===== src/rtl/spi_csw_pkg.sv =====
package spi_csw_pkg;
  typedef struct packed {
    logic rise;
    logic fall;
    logic err;
  } csw_evt_t;
endpackage


===== src/rtl/csw_sync.sv =====
module csw_sync #(
  parameter int STAGES = 2
) (
  input  logic clk,
  input  logic rst_n,
  input  logic cs_n_raw,
  output logic cs_n_s,
  output logic rise_p,
  output logic fall_p
);
  logic [STAGES-1:0] chain;
  logic              prev_q;

  genvar g;
  generate
    for (g = 0; g < STAGES; g++) begin : g_stage
      if (g == 0) begin : g_first
        always_ff @(posedge clk or negedge rst_n)
          if (!rst_n) chain[0] <= 1'b1;
          else        chain[0] <= cs_n_raw;
      end else begin : g_next
        always_ff @(posedge clk or negedge rst_n)
          if (!rst_n) chain[g] <= 1'b1;
          else        chain[g] <= chain[g-1];
      end
    end
  endgenerate

  always_ff @(posedge clk or negedge rst_n)
    if (!rst_n) prev_q <= 1'b1;
    else        prev_q <= chain[STAGES-1];

  assign cs_n_s = chain[STAGES-1];
  assign rise_p = cs_n_s & ~prev_q;
  assign fall_p = ~cs_n_s & prev_q;
endmodule


===== src/rtl/csw_bitcnt.sv =====
module csw_bitcnt #(
  parameter int BITS  = 8,
  parameter int CNT_W = $clog2(BITS)
) (
  input  logic             clk,
  input  logic             rst_n,
  input  logic             en,
  input  logic             cs_act,
  input  logic             smp,
  input  logic             err_evt,
  input  logic             restart,
  output logic [CNT_W-1:0] cnt,
  output logic             done
);
  localparam logic [CNT_W-1:0] LAST = CNT_W'(BITS - 1);
  logic step;
  assign step = smp & cs_act;

  always_ff @(posedge clk or negedge rst_n) begin
    if (!rst_n) begin
      cnt  <= '0;
      done <= 1'b0;
    end else begin
      done <= en & step & (cnt == LAST);
      if (!en)                    cnt <= '0;
      else if (err_evt & restart) cnt <= '0;
      else if (step)              cnt <= (cnt == LAST) ? '0 : cnt + 1'b1;
    end
  end
endmodule


===== src/rtl/csw_flags.sv =====
module csw_flags
  import spi_csw_pkg::*;
(
  input  logic     clk,
  input  logic     rst_n,
  input  csw_evt_t evt,
  input  logic     rd,
  output csw_evt_t flags
);
  always_ff @(posedge clk or negedge rst_n)
    if (!rst_n) flags <= '0;
    else        flags <= evt | (flags & {3{~rd}});
endmodule


===== src/rtl/spi_cs_watch.sv =====
module spi_cs_watch
  import spi_csw_pkg::*;
#(
  parameter int SYNC_STAGES   = 2,
  parameter int BITS_PER_WORD = 8,
  localparam int CNT_W        = $clog2(BITS_PER_WORD)
) (
  input  logic             clk,
  input  logic             rst_n,
  input  logic             cs_n_raw,
  input  logic             sclk_smp,
  input  logic             spi_en,
  input  logic             cont_mode,
  input  logic             cs_irq_en,
  input  logic             cnt_restart,
  input  logic             stat_rd,
  output logic [CNT_W-1:0] bit_cnt,
  output logic             byte_done,
  output logic             cs_rise_flg,
  output logic             cs_fall_flg,
  output logic             cs_err_flg,
  output logic             irq
);
  logic     cs_n_s, rise_p, fall_p, edge_ok, err_evt;
  csw_evt_t evt, flags;

  csw_sync #(.STAGES(SYNC_STAGES)) u_sync (
    .clk(clk), .rst_n(rst_n), .cs_n_raw(cs_n_raw),
    .cs_n_s(cs_n_s), .rise_p(rise_p), .fall_p(fall_p)
  );

  assign err_evt = rise_p & spi_en & (bit_cnt != '0);
  assign edge_ok = spi_en & cont_mode & cs_irq_en;
  assign evt     = '{rise: rise_p & edge_ok, fall: fall_p & edge_ok, err: err_evt};

  csw_bitcnt #(.BITS(BITS_PER_WORD), .CNT_W(CNT_W)) u_cnt (
    .clk(clk), .rst_n(rst_n), .en(spi_en), .cs_act(~cs_n_s), .smp(sclk_smp),
    .err_evt(err_evt), .restart(cnt_restart), .cnt(bit_cnt), .done(byte_done)
  );

  csw_flags u_flags (
    .clk(clk), .rst_n(rst_n), .evt(evt), .rd(stat_rd), .flags(flags)
  );

  assign cs_rise_flg = flags.rise;
  assign cs_fall_flg = flags.fall;
  assign cs_err_flg  = flags.err;
  assign irq         = |flags;
endmodule


===== config.mk =====
export PLATFORM = sky130hd
export DESIGN_NAME = spi_cs_watch
export DESIGN_NICKNAME = d
export VERILOG_FILES = /design/src/rtl/spi_csw_pkg.sv /design/src/rtl/csw_sync.sv /design/src/rtl/csw_bitcnt.sv /design/src/rtl/csw_flags.sv /design/src/rtl/spi_cs_watch.sv
export SDC_FILE = /design/constraint.sdc
export NUM_CORES = 1
export LEC_CHECK = 0
export ABC_CLOCK_PERIOD_IN_PS = 2260
export BUFFER_PORTS_ARGS = -buffer_cell sky130_fd_sc_hd__buf_2
export CORE_AREA = 2 2 39 41
export CTS_CLUSTER_DIAMETER = 80
export DETAILED_ROUTE_END_ITERATION = 10
export DIE_AREA = 0 0 41 43
export PLACE_DENSITY = 0.67
export SLEW_MARGIN = 5
export SYNTH_ARGS = -nofsm -noshare
export SYNTH_HDL_FRONTEND = slang
export SYNTH_SLANG_ARGS = --single-unit

===== constraint.sdc =====
create_clock -name clk -period 2.26 [get_ports clk]
set_input_delay 0 -clock clk [delete_from_list [all_inputs] [get_ports clk]]
set_output_delay 0 -clock clk [all_outputs]
set_load 0.1 [all_outputs]

==> metrics.txt, run 1 <==
# TYPE chip_impl_metric gauge
chip_impl_info{name="rsz_0062_raised_after_global_routing",value="no"} 1
chip_impl_metric{name="max-vdd-ir-drop",unit="uV"} 430.2
chip_impl_metric{name="cp_max_fo",unit=""} 5
chip_impl_metric{name="yosysSeqAreaShare",unit="%"} 55.31
chip_impl_info{name="worst-setup-path-type",value="reg2reg"} 1
chip_impl_metric{name="syn-cell-area",unit="sq um"} 459.2
chip_impl_metric{name="hold_viol_final",unit=""} 0
chip_impl_metric{name="crit_arrival",unit="ps"} 1680
chip_impl_metric{name="synthesis.area_per_instance",unit="sq um"} 10.93
chip_impl_metric{name="drt_drc_violations_left",unit=""} 0
chip_impl_metric{name="data_required_time_of_the_critical_path",unit="ps"} 2450
chip_impl_metric{name="multiInputGateArea",unit="sq um"} 177.7
chip_impl_metric{name="synth-seq-cells",unit=""} 10
chip_impl_metric{name="detail_route.first_pass.iterations",unit=""} 4
chip_impl_metric{name="period_needed",unit="ps"} 1485
chip_impl_info{name="most-common-layout-cells",value="sky130_fd_sc_hd__buf_2 (16), sky130_fd_sc_hd__dfrtp_1 (7), sky130_fd_sc_hd__inv_1 (6), sky130_fd_sc_hd__nand3_1 (6)"} 1
chip_impl_metric{name="worstMarginPinSlew",unit="ps"} 488.3
chip_impl_info{name="most_area_consuming_cells_after_synthesis",value="sky130_fd_sc_hd__dfrtp_1 (38%), sky130_fd_sc_hd__dfstp_2 (17%), sky130_fd_sc_hd__ha_1 (8.2%)"} 1
chip_impl_metric{name="setup_violations",unit=""} 0
chip_impl_metric{name="cts_max_level",unit=""} 1
chip_impl_metric{name="coreArea",unit="sq um"} 1384
chip_impl_metric{name="sequential_cell_area",unit="sq um"} 254.0
chip_impl_metric{name="n_antenna_cell",unit=""} 0
chip_impl_metric{name="initial_antenna_violation_count",unit=""} 0
chip_impl_info{name="synthDominantAreaCellType",value="sky130_fd_sc_hd__dfrtp_1"} 1
chip_impl_metric{name="holdPathStages",unit=""} 3
chip_impl_info{name="cp-end-kind",value="flip-flop"} 1
chip_impl_metric{name="slew_headroom",unit="%"} 67.67
chip_impl_metric{name="final_max_slew_viol_count",unit=""} 0
chip_impl_metric{name="cts_resized",unit=""} 0
chip_impl_metric{name="power.density_cell_area",unit="nW/um^2"} 657.4
chip_impl_metric{name="final.setup.tns",unit="ps"} 0
chip_impl_metric{name="maximum_number_of_pins_on_one_net_before_global_route_repair",unit=""} 11
chip_impl_metric{name="nNetsFinal",unit=""} 77
chip_impl_info{name="worst_setup_path_start_kind",value="flip-flop"} 1
chip_impl_info{name="reg2reg_to",value="u_cnt.cnt[0]"} 1
chip_impl_info{name="status",value="completed"} 1
chip_impl_metric{name="cts-buffers-inserted",unit=""} 3
chip_impl_metric{name="dp_hpwl",unit="microns"} 703.5
chip_impl_metric{name="gr-usage-met3",unit="%"} 8.377
chip_impl_metric{name="n_fill_cell",unit=""} 142
chip_impl_metric{name="grt.met2_usage",unit="%"} 20.94
chip_impl_metric{name="buffer_ports.inserted",unit=""} 16
chip_impl_metric{name="regToRegSetupSlack",unit="ps"} 770
chip_impl_metric{name="insertion_delay",unit="ps"} 260
chip_impl_metric{name="netlist-cell-type-count",unit=""} 17
chip_impl_metric{name="worstRegToRegCells",unit=""} 4
chip_impl_metric{name="area_growth",unit="%"} 32.97
chip_impl_metric{name="finalHoldWorstSlack",unit="ps"} 31.06
chip_impl_info{name="cts.root.buffer_cell",value="sky130_fd_sc_hd__clkbuf_4"} 1
chip_impl_info{name="crit_chain",value="ha_1 -> ha_1 -> or4b_4 -> o21ai_2"} 1
chip_impl_metric{name="grt_overflow",unit=""} 0
chip_impl_info{name="hold_path_startpoint",value="cs_irq_en"} 1
chip_impl_metric{name="ant_nets",unit=""} 0
chip_impl_metric{name="gr-usage-met1",unit="%"} 16.23
chip_impl_metric{name="cts.sinks",unit=""} 10
chip_impl_metric{name="post_drt_wl_per_cell",unit="microns"} 11.06
chip_impl_metric{name="viasPerCell",unit=""} 4.700
chip_impl_metric{name="grt_usage",unit="%"} 14.29
chip_impl_metric{name="placed_cells",unit=""} 73
chip_impl_metric{name="post-layout-total-power",unit="uW"} 401.4
chip_impl_info{name="critPathTopFamily",value="simple AND/OR/NAND/NOR gates"} 1
chip_impl_info{name="path_common_cell",value="sky130_fd_sc_hd__ha_1"} 1
chip_impl_metric{name="placementRows",unit=""} 14
chip_impl_info{name="type_of_the_worst_min_delay_path",value="in2reg"} 1
chip_impl_info{name="cpMaxStageDelayCell",value="sky130_fd_sc_hd__or4b_4"} 1
chip_impl_metric{name="initial_core_util",unit="%"} 33.18
chip_impl_metric{name="final_critical_path_share_of_the_clock_period",unit="%"} 65.72
chip_impl_metric{name="yosys_warnings",unit=""} 0
chip_impl_metric{name="grt_pass1_vias",unit=""} 400
chip_impl_metric{name="power_leakage",unit="nW"} 0.3154
chip_impl_metric{name="finalClockSkew",unit="ps"} 9.665
chip_impl_metric{name="fin_area",unit="sq um"} 610.6
chip_impl_info{name="globalRoute.busiestLayer",value="met2"} 1
chip_impl_metric{name="clk_transition_reported_paths",unit="ps"} 60
chip_impl_metric{name="mappedNetlistNets",unit=""} 54
chip_impl_metric{name="place.gp.congestion",unit=""} 0.7154
chip_impl_metric{name="place_area",unit="sq um"} 554.3
chip_impl_info{name="mostFrequentLayoutCell",value="sky130_fd_sc_hd__buf_2"} 1
chip_impl_info{name="cts_tree",value="built"} 1
chip_impl_metric{name="first_pass_grt_wire_length",unit="microns"} 1635
chip_impl_metric{name="final-instance-count-excl-fill",unit=""} 80
chip_impl_metric{name="wirelength",unit="microns"} 885
chip_impl_info{name="r2r_start",value="u_cnt.cnt[0]"} 1
chip_impl_metric{name="drt-initial-drc-count",unit=""} 5
chip_impl_metric{name="die-height",unit="microns"} 43
chip_impl_metric{name="synth.top_cell.area_share",unit="%"} 38.15
chip_impl_metric{name="top_level_ports",unit=""} 17
chip_impl_metric{name="clock_path_buffers",unit=""} 2
chip_impl_metric{name="netlist_instances",unit=""} 42
chip_impl_metric{name="critical_path.n_buffers_inverters",unit=""} 0
chip_impl_metric{name="timing.fmax",unit="MHz"} 673.3
chip_impl_metric{name="design.die.area",unit="sq um"} 1763
chip_impl_metric{name="drive_above_1_share",unit="%"} 39.06
chip_impl_info{name="hold-path-endpoint",value="u_flags.flags[1]"} 1
chip_impl_metric{name="via_count",unit=""} 376
chip_impl_metric{name="maxCapViolCount",unit=""} 0
chip_impl_metric{name="die_w",unit="microns"} 41
chip_impl_metric{name="cpPeakStageDelay",unit="ps"} 510
## area by class of cell
class	instances	area share (%)
Sequential cell	10	41.60
Inverter	6	3.689
Multi-Input combinational cell	25	29.10
Tap cell	16	3.279
Clock buffer	4	4.303
Timing Repair Buffer	19	18.03
## layer usage
layer	up-vias	wire, microns
met5	-	0
met2	9	441
met1	180	391
li1	187	-
met3	0	52
met4	0	0
## logic make-up after synthesis
group | share of synthesized area [%]
simple gates | 21.80
flops | 55.31
buf+inv | 5.993
compound gates | 8.720
fa+ha+maj | 8.175
## metrics by stage
stage	worst slack, ps	utilization [%]
final	774.7	44.12
after global routing	737.9	44.12
after CTS	767.3	44.12
after detailed placement	785.4	40.05
after global placement	838.1	40.05
after floorplan	300.9	-
## where the power goes
part	internal [mW]	leakage [nW]	total (mW)	switching [mW]
combinational	0.0214	0.173	0.0867	0.0654
sequential	0.188	0.128	0.193	0.00479
clock	0.0678	0.0150	0.122	0.0539
## flip-flops by register name (all words and copies together), names as in the netlist
register	cells
u_sync.cs_n_s	1
u_sync.chain	1
u_sync.prev_q	1
u_cnt.cnt	3
u_flags.flags	3
u_cnt.done	1
## worst max path at each step
stage	startpoint	end	depth (start not counted)
after global routing	u_cnt.cnt[0]	u_cnt.cnt[0]	4
after global placement	u_cnt.cnt[0]	u_cnt.cnt[0]	4
after floorplan	u_cnt.cnt[0]	u_cnt.cnt[0]	4
after CTS	u_cnt.cnt[0]	u_cnt.cnt[0]	4
after detailed placement	u_cnt.cnt[0]	u_cnt.cnt[0]	4
final	u_cnt.cnt[0]	u_cnt.cnt[0]	4
## what timing repair did
| item | in CTS | in global routing |
|---|---|---|
| setup endpoints to repair | 0 | 0 |
| hold endpoints to repair | 14 | 0 |
| setup buffers | 0 | 0 |
| hold buffers | 3 | 0 |
## cell usage after synthesis
library cell / number
sky130_fd_sc_hd__nand2b_4: 1
sky130_fd_sc_hd__o22ai_1: 2
sky130_fd_sc_hd__nand2b_1: 2
sky130_fd_sc_hd__nand2_1: 3
sky130_fd_sc_hd__and4_1: 1
sky130_fd_sc_hd__dfrtp_1: 7
sky130_fd_sc_hd__or4b_4: 1
sky130_fd_sc_hd__nor2_1: 1
sky130_fd_sc_hd__ha_1: 3
sky130_fd_sc_hd__nand3_1: 6
sky130_fd_sc_hd__o32ai_1: 1
sky130_fd_sc_hd__buf_2: 1
sky130_fd_sc_hd__nor2b_1: 1
sky130_fd_sc_hd__inv_1: 6
sky130_fd_sc_hd__dfstp_2: 3
sky130_fd_sc_hd__o21ai_0: 2
sky130_fd_sc_hd__o21ai_2: 1
## worst min-delay path, stage by stage
cell and delay, ps:
sky130_fd_sc_hd__buf_2 90, sky130_fd_sc_hd__nand3_1 80, sky130_fd_sc_hd__o32ai_1 70
Note: power is estimated with default switching activity, not from simulation.
==> run 2: changes to the inputs <==
--- a/config.mk
+++ b/config.mk
@@ -5,13 +5,13 @@
 export SDC_FILE = /design/constraint.sdc
 export NUM_CORES = 1
 export LEC_CHECK = 0
-export ABC_CLOCK_PERIOD_IN_PS = 2260
+export ABC_CLOCK_PERIOD_IN_PS = 1300
 export BUFFER_PORTS_ARGS = -buffer_cell sky130_fd_sc_hd__buf_2
 export CORE_AREA = 2 2 39 41
 export CTS_CLUSTER_DIAMETER = 80
 export DETAILED_ROUTE_END_ITERATION = 10
 export DIE_AREA = 0 0 41 43
-export PLACE_DENSITY = 0.67
+export PLACE_DENSITY = 0.7
 export SLEW_MARGIN = 5
 export SYNTH_ARGS = -nofsm -noshare
 export SYNTH_HDL_FRONTEND = slang
==> constraint.sdc (replaced) <==
create_clock -name clk -period 1.3 [get_ports clk]
set_input_delay 0 -clock clk [delete_from_list [all_inputs] [get_ports clk]]
set_output_delay 0 -clock clk [all_outputs]
set_load 0.1 [all_outputs]
==> run 2 against run 1 <==
  * The run now ends with setup timing left
  * Clock skew is 5.8 ps lower
  * Via count increased by 5.1%
  * Clock power grew 120%
  * Global-route usage shrank 2.1 points
  * Sequential cell count stayed put
  * Critical path depth did not move
  * First-iteration DRC count is the same
  * Power increased by 94%
  * Combinational power increased by 95%
  * Sequential share of layout area down 3.9 points
  * Fmax rose by 3.9%
  * Utilization rose by 7.0 points
  * Critical path type unchanged
  * Largest cell class unchanged
==> metrics.txt, run 2 (same netlist as run 1, synthesis figures left out) <==
# TYPE chip_impl_metric gauge
chip_impl_info{name="status",value="finished, violations left"} 1
chip_impl_info{name="violations_in_the_final_reports",value="setup timing"} 1
chip_impl_metric{name="post_drt_wl_per_cell",unit="microns"} 11.52
chip_impl_metric{name="grt_overflow",unit=""} 0
chip_impl_metric{name="critical_path_cell_count",unit=""} 4
chip_impl_metric{name="grt_pass1_vias",unit=""} 353
chip_impl_info{name="cts.root.buffer_cell",value="sky130_fd_sc_hd__clkbuf_4"} 1
chip_impl_metric{name="placementRows",unit=""} 14
chip_impl_metric{name="worstRegToRegCells",unit=""} 4
chip_impl_metric{name="final_max_slew_viol_count",unit=""} 0
chip_impl_metric{name="buffer_ports.inserted",unit=""} 16
chip_impl_metric{name="place.gp.congestion",unit=""} 0.7388
chip_impl_metric{name="max-vdd-ir-drop",unit="uV"} 658.7
chip_impl_metric{name="detail_route.first_pass.iterations",unit=""} 5
chip_impl_metric{name="drt-initial-drc-count",unit=""} 5
chip_impl_metric{name="power_leakage",unit="nW"} 0.3370
chip_impl_info{name="cts_tree",value="built"} 1
chip_impl_metric{name="clock_path_buffers",unit=""} 2
chip_impl_metric{name="final_critical_path_share_of_the_clock_period",unit="%"} 109.9
chip_impl_metric{name="crit_arrival",unit="ps"} 1610
chip_impl_metric{name="final-instance-count-excl-fill",unit=""} 84
chip_impl_info{name="critPathTopFamily",value="flip-flops"} 1
chip_impl_metric{name="nNetsFinal",unit=""} 81
chip_impl_metric{name="die_w",unit="microns"} 41
chip_impl_metric{name="initial_antenna_violation_count",unit=""} 0
chip_impl_info{name="path_common_cell",value="sky130_fd_sc_hd__ha_4"} 1
chip_impl_metric{name="layout.core_utilization",unit="%"} 51.09
chip_impl_metric{name="grt_usage",unit="%"} 12.15
chip_impl_info{name="crit_start",value="u_cnt.cnt[1]"} 1
chip_impl_metric{name="initial_core_util",unit="%"} 33.18
chip_impl_info{name="hold-path-endpoint",value="u_cnt.done"} 1
chip_impl_info{name="cp-end-kind",value="flip-flop"} 1
chip_impl_metric{name="maxCapViolCount",unit=""} 0
chip_impl_metric{name="insertion_delay",unit="ps"} 260
chip_impl_metric{name="slew_headroom",unit="%"} 67.67
chip_impl_metric{name="finalHoldWorstSlack",unit="ps"} 41.73
chip_impl_metric{name="dp_hpwl",unit="microns"} 727.8
chip_impl_metric{name="via_count",unit=""} 395
chip_impl_metric{name="regToRegSetupSlack",unit="ps"} -130
chip_impl_info{name="cpMaxStageDelayCell",value="sky130_fd_sc_hd__dfrtp_4"} 1
chip_impl_info{name="reg2reg_to",value="u_cnt.cnt[0]"} 1
chip_impl_info{name="crit_chain",value="ha_4 -> ha_4 -> or4b_4 -> o21ai_2"} 1
chip_impl_metric{name="data_required_time_of_the_critical_path",unit="ps"} 1480
chip_impl_metric{name="holdPathStages",unit=""} 3
chip_impl_info{name="type_of_the_worst_min_delay_path",value="in2reg"} 1
chip_impl_info{name="mostFrequentLayoutCell",value="sky130_fd_sc_hd__buf_2"} 1
chip_impl_info{name="rsz_0062_raised_after_global_routing",value="yes"} 1
chip_impl_metric{name="cp_max_fo",unit=""} 2
chip_impl_metric{name="hold_viol_final",unit=""} 0
chip_impl_metric{name="cts.sinks",unit=""} 10
chip_impl_metric{name="area_growth",unit="%"} 53.95
chip_impl_metric{name="maximum_number_of_pins_on_one_net_before_global_route_repair",unit=""} 11
chip_impl_metric{name="power.density_cell_area",unit="nW/um^2"} 1101
chip_impl_info{name="reg_top3",value="u_cnt.cnt: 3 flops, u_flags.flags: 3 flops"} 1
chip_impl_metric{name="timing.final.ws_setup",unit="ps"} -129.3
chip_impl_metric{name="first_pass_grt_wire_length",unit="microns"} 1435
chip_impl_metric{name="cts-buffers-inserted",unit=""} 3
chip_impl_metric{name="viasPerCell",unit=""} 4.702
chip_impl_metric{name="worstMarginPinSlew",unit="ps"} 488.3
chip_impl_info{name="r2r_start",value="u_cnt.cnt[1]"} 1
chip_impl_info{name="worst-setup-path-type",value="reg2reg"} 1
chip_impl_metric{name="die-height",unit="microns"} 43
chip_impl_metric{name="n_fill_cell",unit=""} 126
chip_impl_metric{name="wirelength",unit="microns"} 968
chip_impl_info{name="most-common-layout-cells",value="sky130_fd_sc_hd__buf_2 (16), sky130_fd_sc_hd__inv_1 (6), sky130_fd_sc_hd__nand3_1 (5), sky130_fd_sc_hd__buf_4 (4), sky130_fd_sc_hd__dfrtp_2 (4)"} 1
chip_impl_metric{name="n_antenna_cell",unit=""} 0
chip_impl_metric{name="ant_nets",unit=""} 0
chip_impl_metric{name="cts_max_level",unit=""} 1
chip_impl_metric{name="setup_violations",unit=""} 3
chip_impl_metric{name="design.die.area",unit="sq um"} 1763
chip_impl_metric{name="top_level_ports",unit=""} 17
chip_impl_metric{name="coreArea",unit="sq um"} 1384
chip_impl_metric{name="placed_cells",unit=""} 77
chip_impl_metric{name="pre_cts_slack",unit="ps"} -111.8
chip_impl_metric{name="drt_drc_violations_left",unit=""} 0
chip_impl_info{name="hold_path_startpoint",value="spi_en"} 1
chip_impl_metric{name="cpPeakStageDelay",unit="ps"} 500
chip_impl_metric{name="finalClockSkew",unit="ps"} 3.859
chip_impl_metric{name="clk_transition_reported_paths",unit="ps"} 70
chip_impl_metric{name="timing.fmax",unit="MHz"} 699.6
chip_impl_metric{name="critical_path.n_buffers_inverters",unit=""} 0
chip_impl_info{name="worst_setup_path_start_kind",value="flip-flop"} 1
chip_impl_metric{name="period_needed",unit="ps"} 1429
chip_impl_metric{name="drive_above_1_share",unit="%"} 61.76
run 2: cell types whose count changed in the layout (fill, tap and decap cells not counted), moves of 2 or more:
| cell | previous run | this run |
|---|---|---|
| sky130_fd_sc_hd__dfrtp_2 | 0 | 4 |
| sky130_fd_sc_hd__o22ai_2 | 0 | 2 |
| sky130_fd_sc_hd__dfrtp_4 | 0 | 2 |
| sky130_fd_sc_hd__ha_1 | 3 | 1 |
| sky130_fd_sc_hd__dfrtp_1 | 7 | 1 |
| sky130_fd_sc_hd__buf_4 | 0 | 4 |
| sky130_fd_sc_hd__o22ai_1 | 2 | 0 |
| sky130_fd_sc_hd__ha_4 | 0 | 2 |
run 2: metrics by stage:
step / power [mW] / TNS [ps] / cell area, sq um
final: 0.7782 / -217.1 / 706.9
after global routing: 0.8226 / -433.8 / 706.9
after CTS: 0.7898 / -227.6 / 693.2
after detailed placement: 0.5043 / -200.7 / 626.9
after global placement: 0.5011 / -128.5 / 626.9
after floorplan: 0.4556 / -471.5 / 501.7
run 2: where the power goes:
| part | internal [mW] | leakage, nW | switching [mW] |
|---|---|---|---|
| sequential | 0.330 | 0.118 | 0.00875 |
| combinational | 0.0488 | 0.198 | 0.120 |
| clock | 0.170 | 0.0210 | 0.101 |
run 2: how the worst max path moves through the flow:
stage / to / slack (ps)
after floorplan: u_cnt.cnt[0] / -280
after global placement: u_cnt.cnt[0] / -90
after detailed placement: u_cnt.cnt[0] / -110
after CTS: u_cnt.cnt[0] / -130
after global routing: u_cnt.cnt[0] / -160
final: u_cnt.cnt[0] / -130
run 2: worst min-delay path: stages:
cell and delay, ps:
sky130_fd_sc_hd__buf_2 160, sky130_fd_sc_hd__nand2_1 70, sky130_fd_sc_hd__nor2_1 30
run 2: area by class of cell:
type                       instances  area [sq um]  share of cell area (%)
timing repair buffer              23         140.1                   19.82
sequential                        10         266.5                   37.70
clock buffer                       4         36.28                   5.133
inverter                           6         22.52                   3.186
tap                               16         20.02                   2.832
multi-input combinational         25         221.5                   31.33
run 2: metal layers:
| metal | up-vias | global-route usage (%) | share of wire [%] |
|---|---|---|---|
| met3 | 0 | 6.283 | 7.0 |
| met4 | 0 | 4.000 | 0 |
| met2 | 14 | 18.13 | 49 |
| met5 | - | 0 | 0 |
| met1 | 186 | 14.52 | 44 |
| li1 | 195 | - | - |
run 2: what timing repair did:
action                     in CTS  in global routing
hold endpoints to repair       14                  0
pin swaps                       2                  1
gates resized for setup         0                  3
hold buffers                    3                  0
setup endpoints to repair       3                  4
setup buffers                   0                  0
==> run 3: changes to the inputs <==
--- a/config.mk
+++ b/config.mk
@@ -11,7 +11,8 @@
 export CTS_CLUSTER_DIAMETER = 80
 export DETAILED_ROUTE_END_ITERATION = 10
 export DIE_AREA = 0 0 41 43
-export PLACE_DENSITY = 0.7
+export GPL_TIMING_DRIVEN = 1
+export PLACE_DENSITY = 0.61
 export SLEW_MARGIN = 5
 export SYNTH_ARGS = -nofsm -noshare
 export SYNTH_HDL_FRONTEND = slang
==> run 3 against run 2 <==
  * The flow still finishes with violations (setup timing)
  * Utilization fell by 0.45 points
  * Sequential cell count is the same
  * Non-clock buffer count stayed put
  * Cell area down 0.88%
  * Clock skew down 2.7 ps
  * Global-route usage up 1.2 points
  * Setup slack gained 21 ps
  * Via count decreased by 1.8%
  * Power increased by 1.0%
  * Cell count did not move
  * Critical endpoint unchanged
  * Largest power group unchanged
  * Highest routed layer is now met4
==> metrics.txt, run 3 (same netlist as run 1, synthesis figures left out) <==
# TYPE chip_impl_metric gauge
chip_impl_metric{name="nNetsFinal",unit=""} 81
chip_impl_metric{name="drt-initial-drc-count",unit=""} 2
chip_impl_info{name="reg_top3",value="u_cnt.cnt: 3 flops, u_flags.flags: 3 flops"} 1
chip_impl_metric{name="maximum_number_of_pins_on_one_net_before_global_route_repair",unit=""} 11
chip_impl_metric{name="ant_nets",unit=""} 0
chip_impl_metric{name="clock_path_buffers",unit=""} 2
chip_impl_metric{name="cts.sinks",unit=""} 10
chip_impl_info{name="status",value="finished, violations left"} 1
chip_impl_info{name="crit_chain",value="ha_4 -> ha_4 -> or4b_4 -> o21ai_2"} 1
chip_impl_metric{name="slew_headroom",unit="%"} 67.90
chip_impl_metric{name="initial_antenna_violation_count",unit=""} 0
chip_impl_metric{name="post_drt_wl_per_cell",unit="microns"} 10.76
chip_impl_info{name="rsz_0062_raised_after_global_routing",value="yes"} 1
chip_impl_metric{name="area_growth",unit="%"} 52.59
chip_impl_metric{name="place_area",unit="sq um"} 626.9
chip_impl_metric{name="finalClockSkew",unit="ps"} 1.124
chip_impl_info{name="cp-end-kind",value="flip-flop"} 1
chip_impl_info{name="most-common-layout-cells",value="sky130_fd_sc_hd__buf_2 (16), sky130_fd_sc_hd__inv_1 (6), sky130_fd_sc_hd__nand3_1 (5), sky130_fd_sc_hd__buf_4 (4), sky130_fd_sc_hd__dfrtp_2 (4)"} 1
chip_impl_metric{name="cp_max_fo",unit=""} 2
chip_impl_metric{name="drt_drc_violations_left",unit=""} 0
chip_impl_metric{name="maxCapViolCount",unit=""} 0
chip_impl_metric{name="cpPeakStageDelay",unit="ps"} 490
chip_impl_metric{name="period_needed",unit="ps"} 1408
chip_impl_metric{name="insertion_delay",unit="ps"} 270
chip_impl_metric{name="setup_violations",unit=""} 3
chip_impl_metric{name="max-vdd-ir-drop",unit="uV"} 498.0
chip_impl_metric{name="data_required_time_of_the_critical_path",unit="ps"} 1500
chip_impl_info{name="mostFrequentLayoutCell",value="sky130_fd_sc_hd__buf_2"} 1
chip_impl_metric{name="grt_overflow",unit=""} 0
chip_impl_metric{name="power.density_cell_area",unit="nW/um^2"} 1122
chip_impl_metric{name="drive_above_1_share",unit="%"} 60.29
chip_impl_metric{name="final_critical_path_share_of_the_clock_period",unit="%"} 108.3
chip_impl_metric{name="worstMarginPinSlew",unit="ps"} 484.9
chip_impl_metric{name="top_level_ports",unit=""} 17
chip_impl_metric{name="power_leakage",unit="nW"} 0.3356
chip_impl_metric{name="via_count",unit=""} 388
chip_impl_metric{name="initial_core_util",unit="%"} 33.18
chip_impl_metric{name="timing.fmax",unit="MHz"} 710.2
chip_impl_info{name="violations_in_the_final_reports",value="setup timing"} 1
chip_impl_metric{name="viasPerCell",unit=""} 4.619
chip_impl_metric{name="first_pass_grt_wire_length",unit="microns"} 1552
chip_impl_metric{name="hold_viol_final",unit=""} 0
chip_impl_metric{name="cts-buffers-inserted",unit=""} 3
chip_impl_metric{name="grt_pass1_vias",unit=""} 378
chip_impl_metric{name="place.gp.congestion",unit=""} 0.7313
chip_impl_metric{name="detail_route.first_pass.iterations",unit=""} 2
chip_impl_metric{name="timing.final.ws_setup",unit="ps"} -108.1
chip_impl_metric{name="sequential_cell_area",unit="sq um"} 266.5
chip_impl_metric{name="dp_hpwl",unit="microns"} 693.3
chip_impl_metric{name="placementRows",unit=""} 14
chip_impl_metric{name="crit_arrival",unit="ps"} 1600
chip_impl_metric{name="grt_usage",unit="%"} 13.35
chip_impl_metric{name="cts_max_level",unit=""} 1
chip_impl_info{name="worst_setup_path_start_kind",value="flip-flop"} 1
chip_impl_metric{name="coreArea",unit="sq um"} 1384
chip_impl_metric{name="die_w",unit="microns"} 41
chip_impl_metric{name="design.die.area",unit="sq um"} 1763
chip_impl_metric{name="regToRegSetupSlack",unit="ps"} -110
chip_impl_metric{name="final_max_slew_viol_count",unit=""} 0
chip_impl_info{name="type_of_the_worst_min_delay_path",value="in2reg"} 1
chip_impl_metric{name="layout.core_utilization",unit="%"} 50.63
chip_impl_info{name="path_common_cell",value="sky130_fd_sc_hd__ha_4"} 1
chip_impl_metric{name="cts_post_setup_buffers_inserted",unit=""} 0
chip_impl_metric{name="multiInputGateArea",unit="sq um"} 215.2
chip_impl_metric{name="clk_transition_reported_paths",unit="ps"} 70
chip_impl_metric{name="die-height",unit="microns"} 43
chip_impl_metric{name="n_fill_cell",unit=""} 139
chip_impl_metric{name="post-layout-total-power",unit="uW"} 786.3
chip_impl_metric{name="buffer_ports.inserted",unit=""} 16
chip_impl_metric{name="n_antenna_cell",unit=""} 0
chip_impl_metric{name="wirelength",unit="microns"} 904
chip_impl_info{name="cpMaxStageDelayCell",value="sky130_fd_sc_hd__dfrtp_4"} 1
chip_impl_info{name="worst-setup-path-type",value="reg2reg"} 1
chip_impl_info{name="cts.root.buffer_cell",value="sky130_fd_sc_hd__clkbuf_4"} 1
chip_impl_metric{name="fin_area",unit="sq um"} 700.7
chip_impl_info{name="cts_tree",value="built"} 1
==> run 3: what timing repair did <==
action,CTS,global route
endpoints found under the hold margin,14,0
endpoints found under the setup margin,3,4
gates resized for setup,0,3
hold buffers,3,0
==> run 3: worst paths after layout <==
path | startpoint | end | cells after the start
hold reg to reg | u_sync.chain[0] | u_sync.cs_n_s | 0
setup reg to reg | u_cnt.cnt[1] | u_cnt.cnt[0] | 4
max in group asynchronous | rst_n | u_sync.cs_n_s | 2
hold / removal | cs_irq_en | u_flags.flags[1] | 3
min in group asynchronous | rst_n | u_flags.flags[1] | 2
setup / recovery | u_cnt.cnt[1] | u_cnt.cnt[0] | 4
==> run 3: critical path, delay by kind of cell, from the launching register on <==
kind | cells | cell delay (ps)
adder cells (fa/ha/maj) | 2 | 320
AND/OR/NAND/NOR | 1 | 470
AO/OA/AOI/OAI | 1 | 60
flip-flops | 1 | 490
==> run 3: power by group <==
part	total, mW	internal (mW)	switching [mW]	leakage (nW)
clock	0.282	0.170	0.112	0.0210
sequential	0.337	0.329	0.00777	0.118
combinational	0.167	0.0484	0.118	0.197
==> run 3: cell type report <==
type / instances / share of cell area (%)
inverters: 6 / 3.214
flip-flops and latches: 10 / 38.04
multi-input cells: 25 / 30.71
repair buffers: 23 / 20.00
clock buffers: 4 / 5.179
well taps: 16 / 2.857
==> run 3: per-layer routing <==
metal  wire [microns]  share of wire [%]  GRT usage [%]  vias to the layer above
met1              385                 43          14.47                      182
met3               51                5.6          4.712                        2
li1                 -                  -              -                      194
met5                0                  0              0                        -
met4               14                1.5          8.000                        0
met2              453                 50          20.94                       10
==> run 3: metrics by stage <==
stage          hold WS, ps  TNS, ps  worst slack (ps)  cells
2_1_floorplan       -295.6   -471.5            -282.6     42
3_3_place_gp        -128.7   -147.5            -85.55     77
3_5_place_dp        -126.2   -154.6            -104.6     77
4_1_cts              2.698   -211.1            -118.2     84
5_1_grt              29.17   -421.6            -139.7     84
6_report             13.96   -174.3            -108.1     84
